## config.mk

```make
export PLATFORM = sky130hd
export DESIGN_NAME = romid_crc_unit
export DESIGN_NICKNAME = d
export VERILOG_FILES = /design/src/rtl/romid_pkg.sv /design/src/rtl/romid_store.sv /design/src/rtl/romid_acc.sv /design/src/rtl/romid_seq.sv /design/src/rtl/romid_crc_unit.sv
export SDC_FILE = /design/constraint.sdc
export NUM_CORES = 1
export LEC_CHECK = 0
export ABC_AREA = 1
export BUFFER_PORTS_ARGS = -buffer_cell sky130_fd_sc_hd__buf_4
export CORE_MARGIN = 2
export CORE_UTILIZATION = 60
export DETAILED_ROUTE_END_ITERATION = 7
export GPL_TIMING_DRIVEN = 0
export PLACE_DENSITY = 0.82
export SETUP_SLACK_MARGIN = 0.15
export SLEW_MARGIN = 20
export SYNTH_ARGS = -nofsm -noshare
export SYNTH_HDL_FRONTEND = slang
export SYNTH_HIERARCHICAL = 1
export SYNTH_SLANG_ARGS = --single-unit
```

## constraint.sdc

```tcl
create_clock -name clk -period 9.6 [get_ports clk]
set_clock_uncertainty 0.15 [all_clocks]
set_input_delay 0.48 -clock clk [delete_from_list [all_inputs] [get_ports clk]]
set_output_delay 0.48 -clock clk [all_outputs]
set_load 0.1 [all_outputs]
```

## src/rtl/romid_pkg.sv

```systemverilog
package romid_pkg;

  localparam int CRC_W = 8;
  localparam logic [CRC_W-1:0] CRC_POLY_REFL = 8'h8C;

  typedef enum logic {
    DIR_RX = 1'b0,
    DIR_TX = 1'b1
  } dir_e;

  // One reflected CRC step: feedback is the low bit XOR the new bit.
  function automatic logic [CRC_W-1:0] crc_fold(input logic [CRC_W-1:0] acc,
                                                input logic b);
    logic fb;
    logic [CRC_W-1:0] nxt;
    fb  = acc[0] ^ b;
    nxt = acc >> 1;
    if (fb) nxt = nxt ^ CRC_POLY_REFL;
    return nxt;
  endfunction

endpackage

```

## src/rtl/romid_store.sv

```systemverilog
module romid_store
  import romid_pkg::*;
#(
  parameter int FAM_W = 8,
  parameter int SER_W = 48,
  parameter logic [FAM_W-1:0] RESET_FAMILY = 8'h0B,
  localparam int ID_W = FAM_W + SER_W
) (
  input  logic             clk,
  input  logic             rst,
  input  logic             load_en,
  input  logic [ID_W-1:0]  load_id,
  output logic [ID_W-1:0]  id_q,
  output logic [CRC_W-1:0] chk_q
);

  localparam logic [ID_W-1:0] RESET_ID = {{SER_W{1'b0}}, RESET_FAMILY};

  function automatic logic [CRC_W-1:0] id_crc(input logic [ID_W-1:0] v);
    logic [CRC_W-1:0] a;
    a = '0;
    for (int i = 0; i < ID_W; i++) a = crc_fold(a, v[i]);
    return a;
  endfunction

  always_ff @(posedge clk) begin
    if (rst) begin
      id_q  <= RESET_ID;
      chk_q <= id_crc(RESET_ID);
    end else if (load_en) begin
      id_q  <= load_id;
      chk_q <= id_crc(load_id);
    end
  end

  p_load_takes_r2: assert property (@(posedge clk) disable iff (rst)
    load_en |=> id_q == $past(load_id));

  p_store_holds_r2: assert property (@(posedge clk) disable iff (rst)
    !load_en |=> $stable(id_q) && $stable(chk_q));

endmodule

```

## src/rtl/romid_acc.sv

```systemverilog
module romid_acc
  import romid_pkg::*;
(
  input  logic             clk,
  input  logic             rst,
  input  logic             clear,
  input  logic             step,
  input  logic             bit_i,
  output logic [CRC_W-1:0] acc_q
);

  always_ff @(posedge clk) begin
    if (rst || clear) acc_q <= '0;
    else if (step)    acc_q <= crc_fold(acc_q, bit_i);
  end

  p_clear_zero_r3: assert property (@(posedge clk) disable iff (rst)
    clear |=> acc_q == '0);

  p_acc_hold_r9: assert property (@(posedge clk) disable iff (rst)
    (!clear && !step) |=> $stable(acc_q));

endmodule

```

## src/rtl/romid_seq.sv

```systemverilog
module romid_seq
  import romid_pkg::*;
#(
  parameter int FRAME_BITS = 64,
  localparam int CNT_W = $clog2(FRAME_BITS + 1)
) (
  input  logic             clk,
  input  logic             rst,
  input  logic             start,
  input  logic             tx_sel,
  input  logic             bit_valid,
  output logic [CNT_W-1:0] pos_q,
  output dir_e             dir_q,
  output logic             done_q,
  output logic             step_o,
  output logic             last_o
);

  localparam logic [CNT_W-1:0] LAST_POS = CNT_W'(FRAME_BITS - 1);
  localparam logic [CNT_W-1:0] END_POS  = CNT_W'(FRAME_BITS);

  assign step_o = bit_valid && !start && !done_q;
  assign last_o = (pos_q == LAST_POS);

  always_ff @(posedge clk) begin
    if (rst) begin
      pos_q  <= '0;
      dir_q  <= DIR_RX;
      done_q <= 1'b0;
    end else if (start) begin
      pos_q  <= '0;
      dir_q  <= tx_sel ? DIR_TX : DIR_RX;
      done_q <= 1'b0;
    end else if (step_o) begin
      pos_q  <= pos_q + 1'b1;
      done_q <= last_o;
    end
  end

  p_pos_bound_r5: assert property (@(posedge clk) disable iff (rst)
    pos_q <= END_POS);

  p_done_at_end_r5: assert property (@(posedge clk) disable iff (rst)
    done_q |-> pos_q == END_POS);

  p_start_clears_r3: assert property (@(posedge clk) disable iff (rst)
    start |=> pos_q == '0 && !done_q);

  p_idle_hold_r9: assert property (@(posedge clk) disable iff (rst)
    (!start && !bit_valid) |=> $stable(pos_q));

  p_done_sticky_r6: assert property (@(posedge clk) disable iff (rst)
    (done_q && !start) |=> done_q && $stable(pos_q));

endmodule

```

## src/rtl/romid_crc_unit.sv

```systemverilog
module romid_crc_unit
  import romid_pkg::*;
#(
  parameter int FAM_W = 8,
  parameter int SER_W = 48,
  parameter logic [FAM_W-1:0] RESET_FAMILY = 8'h0B
) (
  input  logic                     clk,
  input  logic                     rst,
  input  logic                     load_en,
  input  logic [FAM_W+SER_W-1:0]   load_id,
  input  logic                     start,
  input  logic                     tx_sel,
  input  logic                     bit_valid,
  input  logic                     bit_in,
  output logic                     bit_out,
  output logic [CRC_W-1:0]         crc_acc,
  output logic [CRC_W-1:0]         check_byte,
  output logic                     done,
  output logic                     crc_ok
);

  localparam int ID_W       = FAM_W + SER_W;
  localparam int FRAME_BITS = ID_W + CRC_W;
  localparam int CNT_W      = $clog2(FRAME_BITS + 1);
  localparam int IDX_W      = $clog2(FRAME_BITS);

  logic [ID_W-1:0]       id_q;
  logic [FRAME_BITS-1:0] frame;
  logic [CNT_W-1:0]      pos_q;
  dir_e                  dir_q;
  logic                  step, last, fold_bit;
  logic                  ok_q;

  romid_store #(
    .FAM_W(FAM_W), .SER_W(SER_W), .RESET_FAMILY(RESET_FAMILY)
  ) u_store (
    .clk(clk), .rst(rst), .load_en(load_en), .load_id(load_id),
    .id_q(id_q), .chk_q(check_byte)
  );

  romid_seq #(.FRAME_BITS(FRAME_BITS)) u_seq (
    .clk(clk), .rst(rst), .start(start), .tx_sel(tx_sel),
    .bit_valid(bit_valid), .pos_q(pos_q), .dir_q(dir_q),
    .done_q(done), .step_o(step), .last_o(last)
  );

  // Transmit frame: identity first, derived check byte in the top byte.
  assign frame    = {check_byte, id_q};
  assign bit_out  = (dir_q == DIR_TX) && !done && frame[pos_q[IDX_W-1:0]];
  assign fold_bit = (dir_q == DIR_TX) ? bit_out : bit_in;

  romid_acc u_acc (
    .clk(clk), .rst(rst), .clear(start), .step(step),
    .bit_i(fold_bit), .acc_q(crc_acc)
  );

  always_ff @(posedge clk) begin
    if (rst || start)    ok_q <= 1'b0;
    else if (step && last) ok_q <= (crc_fold(crc_acc, fold_bit) == '0);
  end
  assign crc_ok = ok_q;

  // Checker state: identity changed since the last start.
  logic reloaded_q;
  always_ff @(posedge clk) begin
    if (rst || start) reloaded_q <= 1'b0;
    else if (load_en) reloaded_q <= 1'b1;
  end

  p_ok_means_zero_r5: assert property (@(posedge clk) disable iff (rst)
    crc_ok |-> done && crc_acc == '0);

  p_ok_stable_r6: assert property (@(posedge clk) disable iff (rst)
    (done && !start) |=> $stable(crc_ok) && $stable(crc_acc));

  p_midpoint_match_r8: assert property (@(posedge clk) disable iff (rst)
    (dir_q == DIR_TX && pos_q == CNT_W'(ID_W) && !reloaded_q) |-> crc_acc == check_byte);

  p_tx_clean_end_r7: assert property (@(posedge clk) disable iff (rst)
    (dir_q == DIR_TX && done && !reloaded_q) |-> crc_ok);

  p_rx_silent_r10: assert property (@(posedge clk) disable iff (rst)
    (dir_q == DIR_RX || done) |-> !bit_out);

endmodule

```

==> impl_metrics.toml <==
[sta]
hold_viol_final = 0
rsz0062_at_grt = "false"
setup-violations-final = 0
timing.slew.headroom_pct = 61.55
fin_tns_setup_ns = 0
worst_pin_slew_ns = 0.5768
fmax_ghz = 0.2160
layout_min_cycle_time_ns = 4.629
slew_violations = 0
period_share_pct = 48.21

[drt]
vias = 6900
ant_nets = 0
dr.pass1.iters = 6
drtIter0Drc = 570
wl_per_cell_um = 12.63
routed_wl_mm = 16.65
via_per_inst = 5.235
post-route-drc-count = 0

[clock_tree]
cts_resized = 0
numCtsBuffers = 9
clkTransAtPathRegs_ns = 0.08
cts_max_level = 3
cts_hold_buf = 0
postCtsSetupBuffers = 0
cts_sinks = 82
root_buffer = "clkbuf_8"
clock_latency_ns = 0.36
clockBufferDepth = 2
tritoncts = "built"

[hold_path]
hold_class = "primary input to flip-flop"
min_from = "rst"
holdPathStages = 2

[global_routing]
grt_pass1_wl_mm = 27.97
grt_max_degree = 15
globalRoute.totalOverflow = 0
grt_usage_pct = 29.41
grt_pass1_vias = 6260
antenna_found_initial = 0

[worst_setup_path]
rr_worst_depth = 17
r2r-start = "u_seq/pos_q[0]$_SDFFE_PP0P_"
critPathMaxFanout = 4
worstSetupStartpoint = "load_id[1]"
critPathMaxStageDelay_ns = 0.16
cpMostUsedCell = "nand2_1"
cp-end-kind = "flip-flop"
critPathRequiredTime_ns = 9.71
crit_type = "primary input to flip-flop"
crit_path_start_kind = "primary input"
crit_arrival_ns = 4.74
slowest_stage = "nor2_2"

[synthesis]
syn_nets = 1146
ys_warn_count = 6
yosys_register_bits = 82
syn_area_sq_um = 6570
synth_cells = 1082
seq_area_frac_synth_pct = 24.99
async_flop_share_pct = 0
synth-main-ff-cell = "dfxtp_1"
synth.distinct_cells = 36
synth.avg_cell_area_sq_um = 6.072
synth_edf_count = 0

[floorplan]
die_w_um = 108.6
num_rows = 38
dieArea_sq_um = 11800
initial_core_util_pct = 61.14
num_io_pins = 82
core_sq_um = 10750
die_y_um = 108.6

[layout]
n_antenna_cell = 0
final_nets = 1237
area_growth_syn_to_layout_pct = 15.12
drive_gt1_share_pct = 20.80

[flow_run]
maxCapViolations = 0

[place]
gp_congestion = 0.8705
hpwl_mm = 13.07
portBuffers = 80

[run_status]
outcome = "completed"
## flip-flops by register name, summed over array words and instances (netlist names)
register	count
u_store/id_q	56
u_store/chk_q	8
u_acc/acc_q	8
u_seq/pos_q	7
u_seq/dir_q	1
crc_ok	1
u_seq/done_q	1
## layer usage
| layer | global-route usage, % | share of wire [%] | vias to the layer above |
|---|---|---|---|
| li1 | - | - | 3650 |
| met1 | 38.52 | 45 | 3047 |
| met2 | 50.63 | 48 | 180 |
| met3 | 4.423 | 5.6 | 23 |
| met4 | 7.601 | 1.4 | 0 |
| met5 | 0 | 0 | - |
## worst max-delay path: cells and delay by family
kind	cells	cell delay (ns)
buffers and inverters	7	0.62
AND/OR/NAND/NOR	40	3.63
## logic make-up after synthesis
group,count (synthesis),share of synthesized area [%]
compound gates,121,10.11
xor+xnor,25,3.847
fa+ha+maj,1,0.1904
buf+inv,171,10.84
flops,82,24.99
simple gates,682,50.03
## synthesized netlist by cell type (2+ instances only)
cell	n	area share, %
inv_1	118	6.7
buf_6	7	1.2
xor2_1	16	2.1
nor2_4	2	0.34
nor4_1	2	0.19
nand2_1	339	19
nor2_1	41	2.3
a211oi_2	4	0.76
a21oi_1	51	3.9
dfxtp_1	82	25
xnor2_1	6	0.80
clkbuf_1	17	0.97
inv_2	17	0.97
buf_2	7	0.53
nor2_2	4	0.38
nand3_2	28	4.3
nand3_1	193	15
a21oi_2	5	0.67
o211ai_1	4	0.46
nand2_4	14	2.4
inv_4	2	0.19
nand2_2	53	5.0
xor2_2	2	0.50
o21ai_0	56	4.3
## placed cells by master, fill, tap and decap left out, types with 2 or more instances in the layout
cell       Yosys  final
xor2_1        16     16
o21ai_0       56     56
dfxtp_1       82     82
bufinv_16      0      2
inv_4          2      2
inv_1        118    118
nand2_1      339    339
xor2_2         2      2
clkbuf_8       0      9
nor2_2         4      4
o211ai_1       4      4
a21oi_1       51     51
buf_2          7      7
nand3_2       28     28
inv_2         17     17
nor2_4         2      2
buf_4          1     81
buf_6          7      7
nand2_2       53     53
a21oi_2        5      5
a211oi_2       4      4
nand2_4       14     14
xnor2_1        6      6
nand3_1      193    193
nor2_1        41     41
nor4_1         2      2
clkbuf_1      17     18
## cell type report
class | instances | area, sq um
clock buffers | 10 | 127.6
fillers | 976 | 3182
clock inverters | 6 | 90.09
plain buffers | 33 | 188.9
inverters | 138 | 523.0
repair buffers | 80 | 600.6
flip-flops and latches | 82 | 1642
multi-input cells | 829 | 4217
well taps | 140 | 175.2
## final timing paths
kind / to / slack [ns]
setup / recovery: u_store/chk_q[1]$_SDFFE_PP1P_ / 4.97
hold reg to reg: u_seq/dir_q$_SDFFE_PP0P_ / 0.31
setup reg to reg: u_acc/acc_q[2]$_SDFFE_PP0P_ / 7.34
hold / removal: u_seq/dir_q$_SDFFE_PP0P_ / 0.16
## per-stage QoR
stage | worst slack (ns) | instances | util [%] | hold WS, ns | area, sq um
finish | 4.971 | 1318 | 70.39 | 0.1591 | 7564
global route | 4.369 | 1318 | 70.39 | 0.1550 | 7564
CTS | 5.035 | 1318 | 70.39 | 0.1492 | 7564
detailed placement | 4.658 | 1302 | 68.36 | 0.2978 | 7346
global placement | 4.749 | 1302 | 68.36 | 0.2971 | 7346
floorplan | 5.434 | 1082 | - | 0.2829 | 6570
Power is not shown: default switching activity piles up to over one toggle a cycle in this logic, so the estimate is an artifact.
